[src/rtl/dsf_pkg.sv]
package dsf_pkg;
  localparam int DATA_W      = 32;
  localparam int DIV_W       = 16;
  localparam int POS_W       = 5;
  localparam int AVG_LOG_MAX = 12;

  typedef struct packed {
    logic [DIV_W-1:0] div;
    logic             avg_en;
    logic [POS_W-1:0] sign_pos;
    logic             sign_en;
    logic             half;
  } dsf_cfg_t;
endpackage

[src/rtl/dsf_sign_ext.sv]
module dsf_sign_ext #(
  parameter int DW = 32,
  parameter int PW = 5
) (
  input  logic          en,
  input  logic [PW-1:0] pos,
  input  logic [DW-1:0] din,
  output logic [DW-1:0] dout
);
  logic sign_bit;
  assign sign_bit = din[pos];

  for (genvar b = 0; b < DW; b++) begin : g_bit
    assign dout[b] = (en && (PW'(b) > pos)) ? sign_bit : din[b];
  end
endmodule

[src/rtl/dsf_decimator.sv]
module dsf_decimator #(
  parameter int DW      = 32,
  parameter int CW      = 16,
  parameter int LOG_MAX = 12
) (
  input  logic          clk,
  input  logic          rst_n,
  input  logic          restart,
  input  logic          step,
  input  logic          avg_en,
  input  logic          half_mode,
  input  logic          sign_en,
  input  logic [CW-1:0] div,
  input  logic [DW-1:0] sample,
  output logic          fire,
  output logic [DW-1:0] value
);
  localparam int AW = DW + LOG_MAX;
  localparam int KW = $clog2(LOG_MAX + 1);

  function automatic logic [KW-1:0] floor_log2(input logic [CW-1:0] v);
    logic [KW-1:0] r;
    r = '0;
    for (int i = 0; i < CW; i++) begin
      if (v[i]) r = (i > LOG_MAX) ? KW'(LOG_MAX) : KW'(i);
    end
    return r;
  endfunction

  logic [CW-1:0] div_eff, n_drop, n_avg, limit, phase_q, phase_cur;
  logic [KW-1:0] k;
  logic [AW-1:0] acc_q, acc_cur, ext, sum;
  logic          last;
  logic [DW-1:0] avg_val;

  assign div_eff   = (div == '0) ? CW'(1) : div;
  assign n_drop    = (half_mode && div_eff != CW'(1)) ? {div_eff[CW-1:1], 1'b0} : div_eff;
  assign k         = floor_log2(div_eff);
  assign n_avg     = CW'(1) << k;
  assign limit     = avg_en ? n_avg : n_drop;

  assign phase_cur = restart ? '0 : phase_q;
  assign acc_cur   = restart ? '0 : acc_q;
  assign last      = (phase_cur == limit - CW'(1));

  assign ext = sign_en ? {{(AW-DW){sample[DW-1]}}, sample} : {{(AW-DW){1'b0}}, sample};
  assign sum = acc_cur + ext;

  assign avg_val = sign_en ? DW'($signed(sum) >>> k) : DW'(sum >> k);
  assign fire    = step && (avg_en ? last : (phase_cur == '0));
  assign value   = avg_en ? avg_val : sample;

  always_ff @(posedge clk) begin
    if (!rst_n) begin
      phase_q <= '0;
      acc_q   <= '0;
    end else if (step) begin
      phase_q <= last ? '0 : phase_cur + CW'(1);
      acc_q   <= (avg_en && !last) ? sum : '0;
    end else if (restart) begin
      phase_q <= '0;
      acc_q   <= '0;
    end
  end
endmodule

[src/rtl/dsf_packer.sv]
module dsf_packer #(
  parameter int DW = 32
) (
  input  logic          clk,
  input  logic          rst_n,
  input  logic          restart,
  input  logic          fire,
  input  logic          half_mode,
  input  logic [DW-1:0] value,
  output logic          word_fire,
  output logic [DW-1:0] word
);
  localparam int HW = DW / 2;

  logic          half_q, half_cur;
  logic [HW-1:0] low_q;

  assign half_cur  = restart ? 1'b0 : half_q;
  assign word_fire = half_mode ? (fire && half_cur) : fire;
  assign word      = half_mode ? {value[HW-1:0], low_q} : value;

  always_ff @(posedge clk) begin
    if (!rst_n) begin
      half_q <= 1'b0;
      low_q  <= '0;
    end else if (fire && half_mode) begin
      if (half_cur) begin
        half_q <= 1'b0;
      end else begin
        half_q <= 1'b1;
        low_q  <= value[HW-1:0];
      end
    end else if (restart || !half_mode) begin
      half_q <= 1'b0;
    end
  end
endmodule

[src/rtl/dsf_top.sv]
module dsf_top
  import dsf_pkg::*;
(
  input  logic              clk,
  input  logic              rst_n,
  input  logic [DIV_W-1:0]  cfg_div,
  input  logic              cfg_avg_en,
  input  logic [POS_W-1:0]  cfg_sign_pos,
  input  logic              cfg_sign_en,
  input  logic              cfg_half_width,
  input  logic              in_valid,
  output logic              in_ready,
  input  logic [DATA_W-1:0] in_data,
  output logic              out_valid,
  input  logic              out_ready,
  output logic [DATA_W-1:0] out_data
);
  dsf_cfg_t          cfg, cfg_q;
  logic              restart, step, dec_fire, word_fire;
  logic [DATA_W-1:0] formatted, dec_value, word;

  assign cfg = '{div: cfg_div, avg_en: cfg_avg_en, sign_pos: cfg_sign_pos,
                 sign_en: cfg_sign_en, half: cfg_half_width};

  always_ff @(posedge clk) begin
    if (!rst_n) cfg_q <= cfg;
    else        cfg_q <= cfg;
  end

  assign restart  = (cfg != cfg_q);
  assign in_ready = !out_valid || out_ready;
  assign step     = in_valid && in_ready;

  dsf_sign_ext #(.DW(DATA_W), .PW(POS_W)) u_sext (
    .en  (cfg.sign_en),
    .pos (cfg.sign_pos),
    .din (in_data),
    .dout(formatted)
  );

  dsf_decimator #(.DW(DATA_W), .CW(DIV_W), .LOG_MAX(AVG_LOG_MAX)) u_dec (
    .clk      (clk),
    .rst_n    (rst_n),
    .restart  (restart),
    .step     (step),
    .avg_en   (cfg.avg_en),
    .half_mode(cfg.half),
    .sign_en  (cfg.sign_en),
    .div      (cfg.div),
    .sample   (formatted),
    .fire     (dec_fire),
    .value    (dec_value)
  );

  dsf_packer #(.DW(DATA_W)) u_pack (
    .clk      (clk),
    .rst_n    (rst_n),
    .restart  (restart),
    .fire     (dec_fire),
    .half_mode(cfg.half),
    .value    (dec_value),
    .word_fire(word_fire),
    .word     (word)
  );

  always_ff @(posedge clk) begin
    if (!rst_n) begin
      out_valid <= 1'b0;
      out_data  <= '0;
    end else if (step && word_fire) begin
      out_valid <= 1'b1;
      out_data  <= word;
    end else if (out_ready) begin
      out_valid <= 1'b0;
    end
  end
endmodule

[config.mk]
export PLATFORM = sky130hd
export DESIGN_NAME = dsf_top
export DESIGN_NICKNAME = d
export VERILOG_FILES = /design/src/rtl/dsf_pkg.sv /design/src/rtl/dsf_sign_ext.sv /design/src/rtl/dsf_decimator.sv /design/src/rtl/dsf_packer.sv /design/src/rtl/dsf_top.sv
export SDC_FILE = /design/constraint.sdc
export NUM_CORES = 1
export LEC_CHECK = 0
export ABC_AREA = 1
export BUFFER_PORTS_ARGS = -buffer_cell sky130_fd_sc_hd__buf_2
export CORE_MARGIN = 8
export CORE_UTILIZATION = 35
export CTS_CLUSTER_SIZE = 25
export DETAILED_ROUTE_END_ITERATION = 10
export HOLD_SLACK_MARGIN = 0.05
export PLACE_DENSITY = 0.5
export REMOVE_ABC_BUFFERS = 1
export SLEW_MARGIN = 40
export SYNTH_ARGS = -nofsm -noshare
export SYNTH_HDL_FRONTEND = slang
export SYNTH_HIERARCHICAL = 1
export SYNTH_SLANG_ARGS = --single-unit
[constraint.sdc]
create_clock -name clk -period 5.17 [get_ports clk]
set_clock_uncertainty 0.1 [all_clocks]
set_input_delay 1.034 -clock clk [delete_from_list [all_inputs] [get_ports clk]]
set_output_delay 1.034 -clock clk [all_outputs]
set_load 0.1 [all_outputs]
==> key figures <==
STA
  • Fmax: 197 MHz
  • Final min period: around 5.1 ns
  • Final period util: 0.981
  • Hold Fails Final Rpt: 0
  • RSZ-0062 raised after global routing: yes
  • Count of pins over their slew limit: 0
  • Actual slew at the worst max-slew pin: 0.836 ns
  • # setup viols final: 0
  • Slew headroom: 0.443

Worst setup path
  • CP peak stage delay: between 0.2 and 0.25 ns
  • Crit Path Class: in2reg
  • Crit path max-delay family: buffers and inverters
  • CP dominant cell by count: buf_4
  • Worst reg-to-reg setup slack: 0.44 ns
  • Critical Path Stages: 33
  • Reg2Reg Depth: 33
  • Critical path fanouts, max: 7
  • Required time worst endpoint: 5.44 ns
  • CP Buf/Inv Count: 11
  • Critical Path Sink Type: register
  • CP arrival: between 5 and 6 ns
  • Worst R2R End: out_data[29]
  • CP max-delay cell: ha_4
  • CP startpoint kind: input pin
  • Reg2reg start: cfg_q[7]

CTS
  • Clock Pin Slew Worst Setup and Hold Paths: ~0.060 ns
  • CTS Sinks: 134
  • CTS Hold Buffers Added: 0
  • Root Buffer: clkbuf_16
  • CTS Buffer Depth: 2
  • Total CTS buffers: 17
  • Clock Latency Late Sink: 0.45 ns
  • CTS tree: yes
  • CTS H-tree depth: 4

Job
  • MaxCap Viol Count: 0

Status
  • Status: finished clean

Worst hold path
  • Hold EP: out_data[29]
  • Hold Path Stages: 2
  • Hold Path Class: reg2reg
  • Worst hold start: out_data[29]

Final layout
  • Layout area overhead: 46.8%
  • Most frequent cells in the layout: nand2_1, buf_4, inv_1
  • Layout cell share with drive strength beyond 1: 0.351
  • # fillers: 3975
  • # nets final: slightly below 3000
  • Final core utilization: 0.522
  • Fin cells: 3403
  • Most common cell after layout, fill and taps aside: nand2_1

Synthesis
  • Yosys warnings: 6
  • Ys flop type: dfxtp_1
  • Area leader, netlist: nand2_1
  • Synth area leaders: nand2_1, dfxtp_1, inv_1, nor2_1, nand3_1
  • Syn_area_per_cell: ~5.8 µm²
  • Synth Register Bits: about 130
  • Area of the mapped netlist: 0.0138 mm²
  • Share of the synthesized area in the top cell type: 0.198
  • Sequential area share after synthesis: 0.195
  • FFs w/ async S/R, synth: 0
  • Synth Area in XOR/XNOR: 0.0331
  • Simple-Gate Fraction of Synth Area: 0.439
  • Area share of fa/ha/maj cells after synthesis: 0.0432
  • Compound-Gate Fraction of Synth Area: 0.154
  • Mux share of post-synthesis cell area: 0.00363
  • Synthesized instance count: 2385
  • Synth cell types: 62
  • Post-synth EDFFs: 0
  • Largest family of logic cells by synthesized area: simple AND/OR/NAND/NOR gates

Power
  • Peak supply drop: between 0.15 and 0.2 mV
  • Switching power: 1.36 mW
  • Pwr/cell area: 183 mW/mm²
  • Sequential share of power: 0.292
  • Internal power: ~2.3 mW
  • Clock network power share: 0.342
  • Switching share of power: 0.368
  • Static leakage: around 10 nW
  • Design Power: 3.69 mW
  • Combinational Power Share: 0.366

Floorplan
  • Die Y: about 210 µm
  • I/O pins: 94
  • Initial Utilization: 0.355
  • Rows: 72
  • Core area: 0.0387 mm²
  • Die ar.: 0.0459 mm²
  • Chip Width: 214 µm

Global routing
  • Tot GR Track Use: 0.233
  • Number of global-route vias before repair: 15900
  • Initial antenna violation count: 0
  • Congestion Overflow GR: 0
  • Maximum number of pins on one net before global-route repair: 98
  • First-pass GRT wire length: 86.4 mm

Placement
  • Gp weighted congestion: 0.963
  • Port Buffers: 93
  • Inst Count DP: 3337
  • Detailed placer's ending HPWL: around 44 mm

Drt
  • ANT nets after route: 0
  • Wire length after detailed routing: about 57 mm
  • Vias: 17100
  • Wire length per cell: 16.9 µm
  • DRT iter0 DRCs: between 1000 and 1500
  • Vias per cell: 5.03
  • DRC Markers: 0
  • Drt pass-1 iters: 8
-- area by class of cell --
cell class | count | area (µm²) | area share
well taps | 518 | 648 | 0.0321
repair buffers | 575 | 4360 | 0.216
flip-flops and latches | 134 | 2680 | 0.133
clock inverters | 13 | 149 | 0.00736
inverters | 315 | 1200 | 0.0592
clock buffers | 18 | 429 | 0.0212
multi-input cells | 1829 | 10800 | 0.532
diodes | 1 | 2.50 | 0.000124
-- cells by family (layout without fill, tap and decap cells) --
logic type,count (synthesis),in the layout
xor+xnor,52,52
simple gates,1348,1349
other cells,0,1
fa+ha+maj,47,47
compound gates,376,376
buf+inv,423,921
flops,134,134
mux,5,5
-- synthesized netlist by cell type, types with 4 or more instances --
cell type	count
inv_1	297
nand2_1	728
xnor2_1	15
a21oi_1	170
nor3_1	10
o21ai_1	11
a31oi_1	13
a21o_1	7
a21boi_0	4
nor2_2	10
nor4_1	6
o21a_1	4
buf_2	22
buf_1	10
buf_6	20
nand2_2	8
nor2_1	266
a21oi_2	11
or2_2	11
dfxtp_1	134
xor2_1	37
clkbuf_1	51
o211ai_1	18
ha_1	46
nand3_1	196
nand4_1	21
nand3b_1	4
o21ai_0	110
nand3_2	65
inv_2	14
mux2i_1	5
nor2_4	7
o21bai_1	13
-- stage by stage --
stage,hold slack (ns),area [µm²],worst slack (ns),TNS (ns)
2_1_floorplan,0.351,13100,-1.10,-50.33
3_3_place_gp,0.347,17700,-0.972,-38.36
3_5_place_dp,0.350,17700,-0.915,-36.40
4_1_cts,0.360,18500,0.0000977,0
5_1_grt,0.376,20200,-0.0938,-1.21
6_report,0.360,20200,0.0991,0
-- per-layer routing --
metal	GRT usage	wire, µm
met1	0.317	26900
met2	0.370	25300
met3	0.0465	3620
met4	0.0679	1630
met5	0	0
-- flip-flops by register name, indices dropped and copies added, names as in the netlist --
signal,count
u_dec/acc_q,44
out_data,32
cfg_q,24
u_dec/phase_q,16
u_pack/low_q,16
out_valid,1
u_pack/half_q,1
-- worst register-to-register path: cells and delay by family, from the launching register on --
kind                     cells  cell delay, ns
multiplexers                 1            0.20
AND/OR/NAND/NOR             13            1.36
XOR/XNOR                     1            0.15
buffers and inverters       11            1.45
AO/OA/AOI/OAI                6            0.86
adder cells (fa/ha/maj)      1            0.22
flip-flops                   1            0.33
-- how the worst max path moves through the flow --
stage | from | to | slack, ns
finish | cfg_avg_en | out_data[29] | 0.1
global route | cfg_avg_en | out_data[25] | -0.09
CTS | cfg_avg_en | out_data[9] | 0.0001
detailed placement | cfg_sign_pos[0] | out_data[7] | -0.91
global placement | cfg_sign_pos[0] | out_data[7] | -0.97
floorplan | cfg_div[4] | out_data[0] | -1.10
-- power groups by stage --
stage / Combinational [mW] / Sequential, mW / Clock, mW
after global routing: 1.47 / 1.08 / 1.33
final: 1.35 / 1.08 / 1.26
after detailed placement: 1.18 / 1.10 / 0
after floorplan: 0.567 / 1.14 / 0
after CTS: 1.21 / 1.08 / 1.30
after global placement: 1.18 / 1.10 / 0
-- what timing repair did --
action,in CTS,in global routing
setup endpoints to repair,48,48
gates cloned,0,4
pin swaps,5,97
resized for setup,51,337
setup buffers,5,25
Note: power is estimated with default switching activity, not from simulation.
